`config.mk`:
```
export PLATFORM = sky130hd
export DESIGN_NAME = vid_serializer
export DESIGN_NICKNAME = d
export VERILOG_FILES = /design/src/rtl/vs_pkg.sv /design/src/rtl/vs_sync_map.sv /design/src/rtl/vs_shifter.sv /design/src/rtl/vs_coder.sv /design/src/rtl/vid_serializer.sv
export SDC_FILE = /design/constraint.sdc
export NUM_CORES = 1
export LEC_CHECK = 0
export BUFFER_PORTS_ARGS = -buffer_cell sky130_fd_sc_hd__buf_2
export CAP_MARGIN = 40
export CORE_UTILIZATION = 50
export DETAILED_ROUTE_END_ITERATION = 10
export HOLD_SLACK_MARGIN = 0.03
export PLACE_DENSITY = 0.75
export SYNTH_ARGS = -nofsm -noshare
export SYNTH_HDL_FRONTEND = slang
export SYNTH_HIERARCHICAL = 1
export SYNTH_SLANG_ARGS = --single-unit
export TNS_END_PERCENT = 20
```
`constraint.sdc`:
```
create_clock -name clk -period 2.1 [get_ports clk]
set_clock_uncertainty 0.1 [all_clocks]
set_input_delay 0.105 -clock clk [delete_from_list [all_inputs] [get_ports clk]]
set_output_delay 0.105 -clock clk [all_outputs]
set_load 0.05 [all_outputs]
```
`src/rtl/vs_pkg.sv`:
```
// Package: shared sizing for the video word serializer.
// Assumes two equal sample lanes per parallel word.
package vs_pkg;
    parameter int HALF_W  = 10;   // bits per sample
    parameter int BYTE_W  = 8;    // significant bits in 8-bit mode
    parameter int LANES   = 2;    // chroma lane 0, luma lane 1
    parameter int SCR_LEN = 9;    // scrambler register length
    parameter int SCR_TAP = 4;    // inner scrambler tap
    localparam int WORD_W = LANES * HALF_W;
endpackage

```
`src/rtl/vs_sync_map.sv`:
```
// Module: vs_sync_map
// Widens one sample lane. In 10-bit mode the sample passes unchanged.
// In 8-bit mode the byte sits in the upper BYTE_W bits. An all-ones byte
// becomes the all-ones code, and every other byte is padded with low zeros
// (so an all-zeros byte becomes zero). Assumes HALF_W > BYTE_W.
module vs_sync_map #(
    parameter int HALF_W = vs_pkg::HALF_W,
    parameter int BYTE_W = vs_pkg::BYTE_W
) (
    input  logic [HALF_W-1:0] half_in,
    input  logic              mode_8b,
    output logic [HALF_W-1:0] half_out
);
    localparam int PAD_W = HALF_W - BYTE_W;

    logic [BYTE_W-1:0] byte_v;
    assign byte_v = half_in[HALF_W-1:PAD_W];

    // Purpose: pick the widened code for this lane.
    always_comb begin
        if (!mode_8b)
            half_out = half_in;
        else if (&byte_v)
            half_out = '1;
        else
            half_out = {byte_v, {PAD_W{1'b0}}};
    end
endmodule

```
`src/rtl/vs_shifter.sv`:
```
// Module: vs_shifter
// Holds the current word and presents one bit per bit_en, index 0 first.
// On the last bit of a word it captures the next mapped word and wraps.
// Assumes word_in is already widened and ordered chroma-low, luma-high.
module vs_shifter #(
    parameter int WORD_W = vs_pkg::WORD_W
) (
    input  logic              clk,
    input  logic              rst_n,
    input  logic              bit_en,
    input  logic [WORD_W-1:0] word_in,
    output logic              raw_bit,
    output logic              word_load
);
    localparam int CNT_W = $clog2(WORD_W);
    localparam logic [CNT_W-1:0] LAST = CNT_W'(WORD_W - 1);

    logic [WORD_W-1:0] hold_q;
    logic [CNT_W-1:0]  pos_q;

    assign raw_bit   = hold_q[pos_q];
    assign word_load = bit_en && (pos_q == LAST);

    // Purpose: advance the bit position and capture a new word on wrap.
    always_ff @(posedge clk) begin
        if (!rst_n) begin
            hold_q <= '0;
            pos_q  <= '0;
        end else if (word_load) begin
            hold_q <= word_in;
            pos_q  <= '0;
        end else if (bit_en) begin
            pos_q  <= pos_q + 1'b1;
        end
    end

    AST_POS_RANGE: assert property (@(posedge clk) disable iff (!rst_n)
        pos_q <= LAST);
    AST_LOAD_WRAP: assert property (@(posedge clk) disable iff (!rst_n)
        word_load |=> (pos_q == '0) && (hold_q == $past(word_in)));
    AST_IDLE_HOLD: assert property (@(posedge clk) disable iff (!rst_n)
        !bit_en |=> $stable(pos_q) && $stable(hold_q));
endmodule

```
`src/rtl/vs_coder.sv`:
```
// Module: vs_coder
// Scrambles the serial bit (s = d ^ s[-TAP] ^ s[-LEN]) and converts it to
// NRZI, registering the result on bit_en. Bypass passes the data bit and
// freezes both histories. Clear zeroes both histories; a bit sent during
// clear leaves unchanged.
module vs_coder #(
    parameter int SCR_LEN = vs_pkg::SCR_LEN,
    parameter int SCR_TAP = vs_pkg::SCR_TAP
) (
    input  logic clk,
    input  logic rst_n,
    input  logic bit_en,
    input  logic coder_clr,
    input  logic bypass,
    input  logic raw_bit,
    output logic ser_out
);
    logic [SCR_LEN-1:0] scr_q;   // bit 0 holds the newest scrambled bit
    logic               nrzi_q;  // previous NRZI output
    logic               scr_bit;
    logic               nrzi_bit;

    // Purpose: form the next scrambled and NRZI bits from the history.
    always_comb begin
        scr_bit  = raw_bit ^ scr_q[SCR_TAP-1] ^ scr_q[SCR_LEN-1];
        nrzi_bit = scr_bit ^ nrzi_q;
    end

    // Purpose: update the coder history and the output register.
    always_ff @(posedge clk) begin
        if (!rst_n) begin
            scr_q   <= '0;
            nrzi_q  <= 1'b0;
            ser_out <= 1'b0;
        end else if (coder_clr) begin
            scr_q  <= '0;
            nrzi_q <= 1'b0;
            if (bit_en)
                ser_out <= raw_bit;
        end else if (bit_en) begin
            if (bypass) begin
                ser_out <= raw_bit;
            end else begin
                scr_q   <= {scr_q[SCR_LEN-2:0], scr_bit};
                nrzi_q  <= nrzi_bit;
                ser_out <= nrzi_bit;
            end
        end
    end

    AST_OUT_IDLE: assert property (@(posedge clk) disable iff (!rst_n)
        !bit_en |=> $stable(ser_out));
    AST_BYPASS_RAW: assert property (@(posedge clk) disable iff (!rst_n)
        bit_en && bypass |=> ser_out == $past(raw_bit));
    AST_BYPASS_FREEZE: assert property (@(posedge clk) disable iff (!rst_n)
        bypass && !coder_clr |=> $stable(scr_q) && $stable(nrzi_q));
    AST_CLR_ZERO: assert property (@(posedge clk) disable iff (!rst_n)
        coder_clr |=> (scr_q == '0) && !nrzi_q);
    AST_NRZI_LINK: assert property (@(posedge clk) disable iff (!rst_n)
        bit_en && !bypass && !coder_clr |=> ser_out == nrzi_q);
endmodule

```
`src/rtl/vid_serializer.sv`:
```
// Module: vid_serializer (top)
// Widens each sample lane, orders chroma before luma, serializes LSB first
// on bit_en, then scrambles and NRZI-codes unless bypassed.
// Assumes bit_en is a one-cycle pulse in the clk domain.
module vid_serializer #(
    parameter int HALF_W  = vs_pkg::HALF_W,
    parameter int BYTE_W  = vs_pkg::BYTE_W,
    parameter int LANES   = vs_pkg::LANES,
    parameter int SCR_LEN = vs_pkg::SCR_LEN,
    parameter int SCR_TAP = vs_pkg::SCR_TAP
) (
    input  logic                    clk,
    input  logic                    rst_n,
    input  logic                    bit_en,
    input  logic [LANES*HALF_W-1:0] word_in,
    input  logic                    mode_8b,
    input  logic                    bypass,
    input  logic                    coder_clr,
    output logic                    ser_out,
    output logic                    word_load
);
    localparam int WORD_W = LANES * HALF_W;

    logic [WORD_W-1:0] mapped_word;
    logic              raw_bit;

    // Lane 0 (chroma) fills the low bits, so it is sent first.
    for (genvar g = 0; g < LANES; g++) begin : g_lane
        vs_sync_map #(.HALF_W(HALF_W), .BYTE_W(BYTE_W)) u_map (
            .half_in (word_in[g*HALF_W +: HALF_W]),
            .mode_8b (mode_8b),
            .half_out(mapped_word[g*HALF_W +: HALF_W])
        );
    end

    vs_shifter #(.WORD_W(WORD_W)) u_shift (
        .clk      (clk),
        .rst_n    (rst_n),
        .bit_en   (bit_en),
        .word_in  (mapped_word),
        .raw_bit  (raw_bit),
        .word_load(word_load)
    );

    vs_coder #(.SCR_LEN(SCR_LEN), .SCR_TAP(SCR_TAP)) u_code (
        .clk      (clk),
        .rst_n    (rst_n),
        .bit_en   (bit_en),
        .coder_clr(coder_clr),
        .bypass   (bypass),
        .raw_bit  (raw_bit),
        .ser_out  (ser_out)
    );
endmodule

```
==> flow_summary.ini <==
[cts]
cts_sinks = 36
clk_pin_slew_worst_paths_ps = 100
cts_tree = done
clock_path_buffers = 2
numCtsBuffers = 5
htree_levels = 2
clock_latency_ps = 340
clockRootBuffer = clkbuf_4

[floorplan]
coreArea_um2 = 3360
die_height_um = 61.3
die-width_um = 61.3
dieArea_um2 = 3760
pin_count = 28
rows = 21
initial_core_util_pct = 52.3

[cells_and_area]
antenna_cells = 0
nFillCells = 302
fin_util_pct = 64.3
finish.cell_count_without_fillers = 298
nNetsFinal = 279
syn2layout_area_growth_pct = 23.1
fin_area_um2 = 2160
drive_above_1_share_pct = 19.4

[job]
maxCapViolations = 0

[critical_path]
crit_required_ps = 2260
cp.depth = 8
slowest_stage = mux4_2
crit_type = reg2reg
worst_setup_path_start_kind = flip-flop
cp.arrival_ps = 2280
slowest_delay_ps = 490
reg2regPathDepth = 8
cp-startpoint = u_shift/pos_q[0]
path_cells = mux4_2 -> a2bb2oi_1 -> nand4b_1 -> nand3_2 -> xnor3_1 -> buf_6 -> xor2_1 -> a211oi_1
crit_fanout = 5
path_delay_family = multiplexers
cp-endpoint = u_code/ser_out
critPathCaptureType = flip-flop
reg2reg_from = u_shift/pos_q[0]
r2r_setup_slack_ps = -20
critPathBufInv = 1
regToRegEndpoint = u_code/ser_out

[timing]
rsz0062_at_grt = yes
worst_hold_slack_ps = 37.8
final.setup.tns_ps = -20.5
slew_viol_final = 0
worstMarginPinSlew_ps = 607
min_period_ps = 2120
max_slew_margin_pct = 59.4
timing.final.crit_share_pct = 101
hold_viol_final = 0
setup_viol_count_final = 1
layout_setup_ws_ps = -20.5
fmax_mhz = 472

[placement]
port_buffers = 27
placedCellCount = 267
hpwl_um = 2350
dp_slack_ps = -25.5
gp_congestion = 0.739
placed_cell_area_um2 = 1850

[yosys]
synth_area_um2 = 1760
synthArstFlopShare_pct = 0
synth_edf_count = 0
synth.most_common_cell = nand2_1
yosysTopAreaCellShare_pct = 41.0
synth_ff_type = dfxtp_1
synth_area_leaders = dfxtp_1, nand2_1, a21boi_1
synth_nets = 245
yosys-top-cells-count = nand2_1, dfxtp_1, clkbuf_1
yosys_warnings = 6
ys_types = 33
synth.avg_cell_area_um2 = 8.06
synth_seq_cells = 36
yosysSeqAreaShare_pct = 41.0
yosysTopAreaCell = dfxtp_1
syn-instance-count = 218

[route]
ant_nets = 0
vias = 1537
viasPerCell = 5.16
wl_per_cell_um = 12.2
first_pass_iters = 4
drt_iter0_drc = 51
route.detailed.drc = 0
drt_wl_total_um = 3630

[worst_hold_path]
hold_class = in2reg

[pwr]
p_leak_nw = 0.835
total_power_mw = 1.27
p_per_area_nw_per_um2 = 586
ir_drop_mv = 0.401

[grt]
antenna_found_initial = 0
grt_util_all_layers_pct = 21.6
overflow = 0
grt_pass1_wl_um = 5780
grt_pass1_vias = 1381
grt_max_degree = 25

[outcome]
outcome = finished, violations left
violations = negative setup slack
[sequential cells by signal (all words and copies together) (netlist names)]
name,cells
u_code/nrzi_q,1
u_shift/pos_q,5
u_code/scr_q,9
u_code/ser_out,1
u_shift/hold_q,20
[report_power, final]
part           internal (mW)  total, mW  switching [mW]
clock                  0.190      0.403           0.213
sequential             0.689      0.698         0.00964
combinational         0.0938      0.166          0.0724
total                  0.972       1.27           0.295
[cell type report]
class	instances	area [um2]	share of cell area [%]
multi-input combinational	147	888	41.1
sequential	36	724	33.5
timing repair buffer	55	399	18.5
clock buffer	7	65.1	3.01
tap	46	57.6	2.66
inverter	7	28.8	1.33
[cells in the final DEF, fill, tap and decap left out, drive strengths merged]
cell,n
nand2,65
dfxtp,36
buf,35
a21boi,22
dlygate4sd3,20
a21oi,10
inv,7
clkbuf,7
nor2,6
mux2i,6
nand3,5
o32ai,4
nand4,3
nor2b,3
o21ai,3
mux4,3
xor2,2
a211oi,2
nand2b,2
xnor2,2
xnor3,1
nor3,1
or2b,1
or3,1
nor3b,1
a2bb2oi,1
nand4b,1
o211ai,1
ha,1
[layer usage]
layer	vias to the layer above	GRT usage [%]	part of all wire, %
met5	-	0	0
li1	780	-	-
met1	721	23.9	46
met4	0	5.84	1.2
met2	31	40.1	49
met3	5	6.30	3.2
[how the worst min path moves through the flow]
| stage | start | to | slack (ps) | depth (start not counted) |
|---|---|---|---|---|
| after floorplan | rst_n | u_code/ser_out | 150 | 2 |
| after global placement | word_in[6] | u_shift/hold_q[6] | 260 | 3 |
| after detailed placement | word_in[13] | u_shift/hold_q[13] | 260 | 3 |
| after CTS | mode_8b | u_shift/hold_q[1] | 30 | 4 |
| after global routing | coder_clr | u_code/ser_out | 50 | 4 |
| final | coder_clr | u_code/ser_out | 40 | 4 |
[worst min-delay path, delay by kind of cell]
family	cells	cell delay, ps
and+or+nand+nor	2	170
buffers and inverters	1	90
AOI/OAI and AO/OA	1	70
[cell families after synthesis]
logic type               share of synthesized area, %
AND/OR/NAND/NOR                                  21.7
AO/OA/AOI/OAI                                    16.9
flip-flops                                       41.0
buffers and inverters                            8.97
multiplexers                                     7.47
XOR/XNOR                                         3.27
adder cells (fa/ha/maj)                         0.712
[what timing repair did]
action,4_1_cts,5_1_grt
hold endpoints to repair,20,0
hold buffers,20,0
pin swaps,5,4
setup endpoints to repair,2,4
resized for setup,2,5
buffers inserted,3,1
Note: power is estimated with default switching activity, not from simulation.
